==> src/rtl/cpesc_pkg.sv <==
package cpesc_pkg;
  localparam int unsigned OP_W  = 8;
  localparam int unsigned ESC_W = 5;
  localparam int unsigned VEC_W = 5;
  localparam int unsigned CPL_W = 2;
  localparam int unsigned CTL_W = 4;

  localparam logic [ESC_W-1:0] ESC_TAG     = 5'b11011;
  localparam logic [VEC_W-1:0] VEC_UNAVAIL = 5'd7;
  localparam logic [VEC_W-1:0] VEC_CPERR   = 5'd16;

  // control bits, msb first: wide, dirty, monitor, emulate
  typedef struct packed {
    logic wide;
    logic dirty;
    logic monitor;
    logic emulate;
  } ctlBits_t;

  // strobes from control to the register datapath
  typedef struct packed {
    logic     loadAll;
    logic     clearDirty;
    logic     setDirty;
    ctlBits_t loadVal;
  } ctlStrobe_t;

  typedef enum logic [0:0] {SEQ_IDLE = 1'b0, SEQ_HOLD = 1'b1} seqState_t;
endpackage

==> src/rtl/cpesc_dp.sv <==
module cpesc_dp
  import cpesc_pkg::*;
(
  input  logic       clk,
  input  logic       rstN,
  input  logic       errorN,
  input  ctlStrobe_t strobe,
  output ctlBits_t   ctl
);
  ctlBits_t ctlNxt;

  always_comb begin
    ctlNxt = ctl;
    if (strobe.loadAll)    ctlNxt = strobe.loadVal;
    if (strobe.clearDirty) ctlNxt.dirty = 1'b0;
    if (strobe.setDirty)   ctlNxt.dirty = 1'b1;
  end

  always_ff @(posedge clk) begin
    if (!rstN) begin
      ctl.emulate <= 1'b0;
      ctl.monitor <= 1'b0;
      ctl.dirty   <= 1'b0;
      ctl.wide    <= ~errorN;
    end else begin
      ctl <= ctlNxt;
    end
  end

  // a task switch always leaves the dirty bit set
  p_dirty_set_r7: assert property (@(posedge clk) disable iff (!rstN)
    strobe.setDirty |=> ctl.dirty);

  // without a load, the protocol bit holds
  p_wide_hold_r8: assert property (@(posedge clk) disable iff (!rstN)
    !strobe.loadAll |=> $stable(ctl.wide));
endmodule

==> src/rtl/cpesc_ctrl.sv <==
module cpesc_ctrl
  import cpesc_pkg::*;
#(
  parameter int unsigned OpW  = OP_W,
  parameter int unsigned CplW = CPL_W,
  parameter int unsigned VecW = VEC_W
) (
  input  logic            clk,
  input  logic            rstN,
  input  logic            opValid,
  input  logic [OpW-1:0]  opByte,
  input  logic            isWait,
  input  logic            errCheck,
  input  logic            busyN,
  input  logic            errorN,
  input  logic            taskSwitch,
  input  logic            clearDirtyReq,
  input  logic            ctlWrEn,
  input  logic [CTL_W-1:0] ctlWrData,
  input  logic [CplW-1:0] cpl,
  input  logic            emulateOn,
  input  logic            monitorOn,
  input  logic            dirtyOn,
  output ctlStrobe_t      strobe,
  output logic            dispatch,
  output logic            excValid,
  output logic [VecW-1:0] excVector,
  output logic            gpFault,
  output logic            stall
);
  localparam int unsigned TagLsb = OpW - ESC_W;

  seqState_t       state, stateNxt;
  logic            privOk, isEsc, accept;
  logic            dispNxt, excNxt, gpNxt;
  logic [VecW-1:0] vecNxt;

  assign privOk = (cpl == '0);
  assign isEsc  = (opByte[OpW-1:TagLsb] == ESC_TAG);
  assign accept = opValid && (state == SEQ_IDLE);
  assign stall  = (state == SEQ_HOLD);

  always_comb begin
    strobe.loadAll    = ctlWrEn && privOk;
    strobe.clearDirty = clearDirtyReq && privOk;
    strobe.setDirty   = taskSwitch;
    strobe.loadVal    = ctlBits_t'(ctlWrData);
  end

  assign gpNxt = (ctlWrEn || clearDirtyReq) && !privOk;

  always_comb begin
    stateNxt = state;
    dispNxt  = 1'b0;
    excNxt   = 1'b0;
    vecNxt   = '0;
    unique case (state)
      SEQ_IDLE: begin
        if (accept && isWait) begin
          if (monitorOn && dirtyOn) begin
            excNxt = 1'b1;
            vecNxt = VecW'(VEC_UNAVAIL);
          end else begin
            stateNxt = SEQ_HOLD;
          end
        end else if (accept && isEsc) begin
          if (emulateOn || dirtyOn) begin
            excNxt = 1'b1;
            vecNxt = VecW'(VEC_UNAVAIL);
          end else if (errCheck && !errorN) begin
            excNxt = 1'b1;
            vecNxt = VecW'(VEC_CPERR);
          end else begin
            dispNxt = 1'b1;
          end
        end
      end
      SEQ_HOLD: begin
        if (busyN) begin
          stateNxt = SEQ_IDLE;
          if (!errorN) begin
            excNxt = 1'b1;
            vecNxt = VecW'(VEC_CPERR);
          end
        end
      end
      default: stateNxt = SEQ_IDLE;
    endcase
  end

  always_ff @(posedge clk) begin
    if (!rstN) begin
      state     <= SEQ_IDLE;
      dispatch  <= 1'b0;
      excValid  <= 1'b0;
      excVector <= '0;
      gpFault   <= 1'b0;
    end else begin
      state     <= stateNxt;
      dispatch  <= dispNxt;
      excValid  <= excNxt;
      excVector <= vecNxt;
      gpFault   <= gpNxt;
    end
  end

  // one outcome at a time
  p_one_outcome_r11: assert property (@(posedge clk) disable iff (!rstN)
    !(dispatch && excValid));

  // only the two legal vectors
  p_vec_legal_r11: assert property (@(posedge clk) disable iff (!rstN)
    excValid |-> (excVector == VecW'(VEC_UNAVAIL) || excVector == VecW'(VEC_CPERR)));

  // emulate trap blocks dispatch
  p_emul_trap_r2: assert property (@(posedge clk) disable iff (!rstN)
    (accept && !isWait && isEsc && emulateOn) |=>
      (excValid && excVector == VecW'(VEC_UNAVAIL) && !dispatch));

  // a faulting WAIT never stalls
  p_wait_fault_r5: assert property (@(posedge clk) disable iff (!rstN)
    (accept && isWait && monitorOn && dirtyOn) |=> (excValid && !stall));

  // stall persists while busy is sampled low
  p_busy_hold_r6: assert property (@(posedge clk) disable iff (!rstN)
    (stall && !busyN) |=> (stall && !excValid));

  // unprivileged access raises a protection request
  p_gp_raise_r9: assert property (@(posedge clk) disable iff (!rstN)
    ((ctlWrEn || clearDirtyReq) && cpl != '0) |=> gpFault);
endmodule

==> src/rtl/cpesc_seq.sv <==
module cpesc_seq
  import cpesc_pkg::*;
(
  input  logic             clk,
  input  logic             rstN,
  input  logic             opValid,
  input  logic [OP_W-1:0]  opByte,
  input  logic             isWait,
  input  logic             errCheck,
  input  logic             busyN,
  input  logic             errorN,
  input  logic             taskSwitch,
  input  logic             clearDirtyReq,
  input  logic             ctlWrEn,
  input  logic [CTL_W-1:0] ctlWrData,
  input  logic [CPL_W-1:0] cpl,
  output logic             dispatch,
  output logic             excValid,
  output logic [VEC_W-1:0] excVector,
  output logic             gpFault,
  output logic             stall,
  output logic             wideProto,
  output logic [CTL_W-1:0] ctlBits
);
  ctlStrobe_t strobe;
  ctlBits_t   ctl;

  cpesc_ctrl #(.OpW(OP_W), .CplW(CPL_W), .VecW(VEC_W)) u_ctrl (
    .clk(clk), .rstN(rstN), .opValid(opValid), .opByte(opByte),
    .isWait(isWait), .errCheck(errCheck), .busyN(busyN), .errorN(errorN),
    .taskSwitch(taskSwitch), .clearDirtyReq(clearDirtyReq),
    .ctlWrEn(ctlWrEn), .ctlWrData(ctlWrData), .cpl(cpl),
    .emulateOn(ctl.emulate), .monitorOn(ctl.monitor), .dirtyOn(ctl.dirty),
    .strobe(strobe), .dispatch(dispatch), .excValid(excValid),
    .excVector(excVector), .gpFault(gpFault), .stall(stall)
  );

  cpesc_dp u_dp (
    .clk(clk), .rstN(rstN), .errorN(errorN), .strobe(strobe), .ctl(ctl)
  );

  assign ctlBits   = ctl;
  assign wideProto = ctl.wide;

  // unprivileged write or clear leaves the bits untouched
  p_priv_block_r9: assert property (@(posedge clk) disable iff (!rstN)
    (cpl != '0 && !taskSwitch) |=> $stable(ctlBits));
endmodule

==> config.mk <==
export PLATFORM = sky130hd
export DESIGN_NAME = cpesc_seq
export DESIGN_NICKNAME = d
export VERILOG_FILES = /design/src/rtl/cpesc_pkg.sv /design/src/rtl/cpesc_dp.sv /design/src/rtl/cpesc_ctrl.sv /design/src/rtl/cpesc_seq.sv
export SDC_FILE = /design/constraint.sdc
export NUM_CORES = 1
export LEC_CHECK = 0
export ABC_AREA = 1
export CORE_MARGIN = 4
export CORE_UTILIZATION = 34
export DETAILED_ROUTE_END_ITERATION = 10
export GPL_ROUTABILITY_DRIVEN = 1
export PLACE_DENSITY_LB_ADDON = 0.05
export SLEW_MARGIN = 0
export SYNTH_ARGS = -nofsm -noshare
export SYNTH_HDL_FRONTEND = slang
export SYNTH_SLANG_ARGS = --single-unit
export TNS_END_PERCENT = 1
==> constraint.sdc <==
create_clock -name clk -period 1.1 [get_ports clk]
set_input_delay 0.22 -clock clk [delete_from_list [all_inputs] [get_ports clk]]
set_output_delay 0.22 -clock clk [all_outputs]
set_load 0.01 [all_outputs]
==> run_results.csv <==
group,metric,value,unit
final_layout,drive_gt1_frac,0.250,
sta,drv_slew,0,
power_and_ir_drop,p_leak,0.000477,uW
power_and_ir_drop,switching_power,230,uW
final_layout,num-fill-cells,148,
power_and_ir_drop,vdd_drop_max,736,uV
power_and_ir_drop,p_clk_frac,0.349,
die,die_h,48.4,um
synth,synthCells,78,
power_and_ir_drop,switching_share,0.243,
die,pin_count,38,
critical_path,path_buf_inv,1,
route,dr_total_vias,565,
synth,ys_warn_count,0,
critical_path,crit_family,"flip-flops",
final_layout,antenna_cells,0,
critical_path,worstSetupPathType,"reg -> out",
sta,fmax,0.922,GHz
die,core_area,1520,um^2
critical_path,cp_slowest_cell,"dfxtp_1",
route,drcViolationCount,0,
die,die_area,2340,um^2
die,initial_utilization,0.364,
synth,yosysSeqAreaShare,0.379,
synth,syn_nets,102,
route,drt-wirelength-per-cell,9.29,um
route,drtIter0Drc,3,
clock_network,clk_pin_slew,0.07,ns
global_route,grt_max_degree,9,
synth,synth_top_area_frac,0.325,
die,die-width,48.4,um
synth,yosys.area.top_type,"dfxtp_1",
clock_network,htree_levels,1,
sta,period_share,0.986,
route,vias_per_cell,4.28,
sta,skew,0.00267,ns
final_layout,fin_cells,132,
clock_network,hold_buffers,0,
global_route,track_usage,0.106,
final_layout,final_area,936,um^2
critical_path,cpPeakStageDelay,0.33,ns
run,maxCapViolCount,0,
critical_path,arrival,0.86,ns
sta,rsz0062_at_grt,"true",
critical_path,required,0.88,ns
global_route,grt_pass1_wl,1.99,mm
critical_path,cp_max_fo,3,
power_and_ir_drop,power_density,1010,nW/um^2
global_route,antenna_found_initial,0,
final_layout,areaGrowthSynthToFinish,68.8,%
power_and_ir_drop,p_seq_frac,0.414,
clock_network,cts_tree,"yes",
outcome,status,"finished, final reports clean",
clock_network,clk_latency,0.26,ns
global_route,grt_pass1_vias,491,
sta,hold_ws,0.361,ns
critical_path,start_kind,"flop",
final_layout,final_nets,141,
place,dp.cells,128,
place,gp_congestion,0.753,
global_route,grt-ovfl-total,0,
place,io_buffers,33,
sta,period_minus_slack,1.08,ns
route,final_antenna_net_count,0,
synth,ys_types,18,
place,place_area,912,um^2
synth,avgSynthCellArea,7.11,um^2
synth,ys_ff_latch,10,
critical_path,cp_cell_sequence,"dlygate4sd2_1",
critical_path,end_kind,"output port",
sta,setup_viol,0,
sta,hold_viol_final,0,
clock_network,cts_setup_buffers,0,
synth,syn_area,554,um^2
place,dp_hpwl,1.04,mm
power_and_ir_drop,p_int,717,uW
route,wl,1.23,mm
route,dr.pass1.iters,3,
synth,synth_area_leaders,"dfxtp_1 (33%), buf_4 (11%), nand2_1 (8.1%)",
clock_network,clock_path_buffers,2,
die,placementRows,14,
clock_network,cts_sinks,10,
clock_network,cts-root-buf,"clkbuf_4",
power_and_ir_drop,combPwrFrac,0.237,
hold_path,hold_path_class,"in -> reg",
clock_network,cts_made_buffers,3,
## metrics by stage
stage                     worst slack (ns)  setup TNS (ns)  total power (uW)   util
after global routing               -0.0312          -0.100              1010  0.614
final                               0.0156               0               946  0.614
after global placement              -0.203           -1.68               636  0.599
after detailed placement            -0.218           -1.79               638  0.599
after floorplan                      0.200               0               502      -
after CTS                          -0.0683          -0.147               961  0.612
## synth_stat cells (all sizes together)
library cell   n
a21oi          3
buf            8
conb           1
dfxtp          9
edfxtp         1
inv           13
nand2         15
nand3          4
nand4          2
nor2          14
nor3           1
o21ai          7
## power groups by stage
stage               logic [uW]  registers, uW  clock network [uW]
finish                     225            392                 330
detailed placement         238            400                   0
global route               248            395                 370
global placement           237            399                   0
CTS                        225            391                 346
floorplan                 92.2            410                   0
## flip-flops by register name, indices dropped and copies added (netlist names)
name and flops:
u_dp.ctl 4, u_ctrl.excVector 2, u_ctrl.dispatch 1, u_ctrl.excValid 1
u_ctrl.gpFault 1, u_ctrl.stall 1
## final cells by class
type | count | area, um^2 | area share
flip-flops and latches | 10 | 211 | 0.226
well taps | 16 | 20.0 | 0.0214
clock buffers | 4 | 36.3 | 0.0388
multi-input cells | 47 | 240 | 0.257
repair buffers | 42 | 379 | 0.405
inverters | 13 | 48.8 | 0.0521
## layout by cell type (no fill, tap or decap)
master,instances
a21oi_1,3
buf_4,9
clkbuf_2,3
clkbuf_4,3
clkbuf_8,1
clkdlybuf4s15_1,5
clkdlybuf4s50_1,19
conb_1,1
dfxtp_1,8
dfxtp_2,1
dlygate4sd2_1,5
dlymetal6s2s_1,1
edfxtp_1,1
inv_1,10
inv_2,3
nand2_1,12
nand2_2,3
nand3_1,2
nand3_2,2
nand4_1,2
nor2_1,11
nor2_2,1
nor2_4,2
nor3_2,1
o21ai_0,2
o21ai_1,5
## kinds of logic after synthesis
| logic type | after synthesis | share of synthesized area |
|---|---|---|
| AND/OR/NAND/NOR | 36 | 0.327 |
| buffers and inverters | 21 | 0.196 |
| AO/OA/AOI/OAI | 10 | 0.0903 |
| flip-flops | 10 | 0.379 |
| other | 1 | 0.00677 |
## repair_timing
action / CTS / global route
resized for setup: 13 / 14
setup endpoints to repair: 13 / 14
pin swaps: 0 / 1
## metal layers
metal | routed length (um) | share of wire | up-vias | global-route usage
met1 | 549 | 0.45 | 222 | 0.127
met4 | 31 | 0.025 | 0 | 0.0691
li1 | - | - | 311 | -
met3 | 135 | 0.11 | 5 | 0.0460
met2 | 511 | 0.42 | 27 | 0.152
met5 | 0 | 0 | - | 0
## worst paths after layout
path	startpoint	endpoint	slack [ns]	cells after the start
max	u_ctrl.excVector[2]$_SDFF_PP0_	excVector[0]	0.02	1
max reg2reg	u_ctrl.stall$_SDFF_PN0_	u_ctrl.excValid$_SDFF_PN0_	0.09	8
min	rstN	u_dp.ctl[0]$_SDFFE_PN0P_	0.36	3
min reg2reg	u_dp.ctl[1]$_SDFFE_PN0P_	u_dp.ctl[1]$_SDFFE_PN0P_	0.61	3
Note: power is estimated with default switching activity, not from simulation.
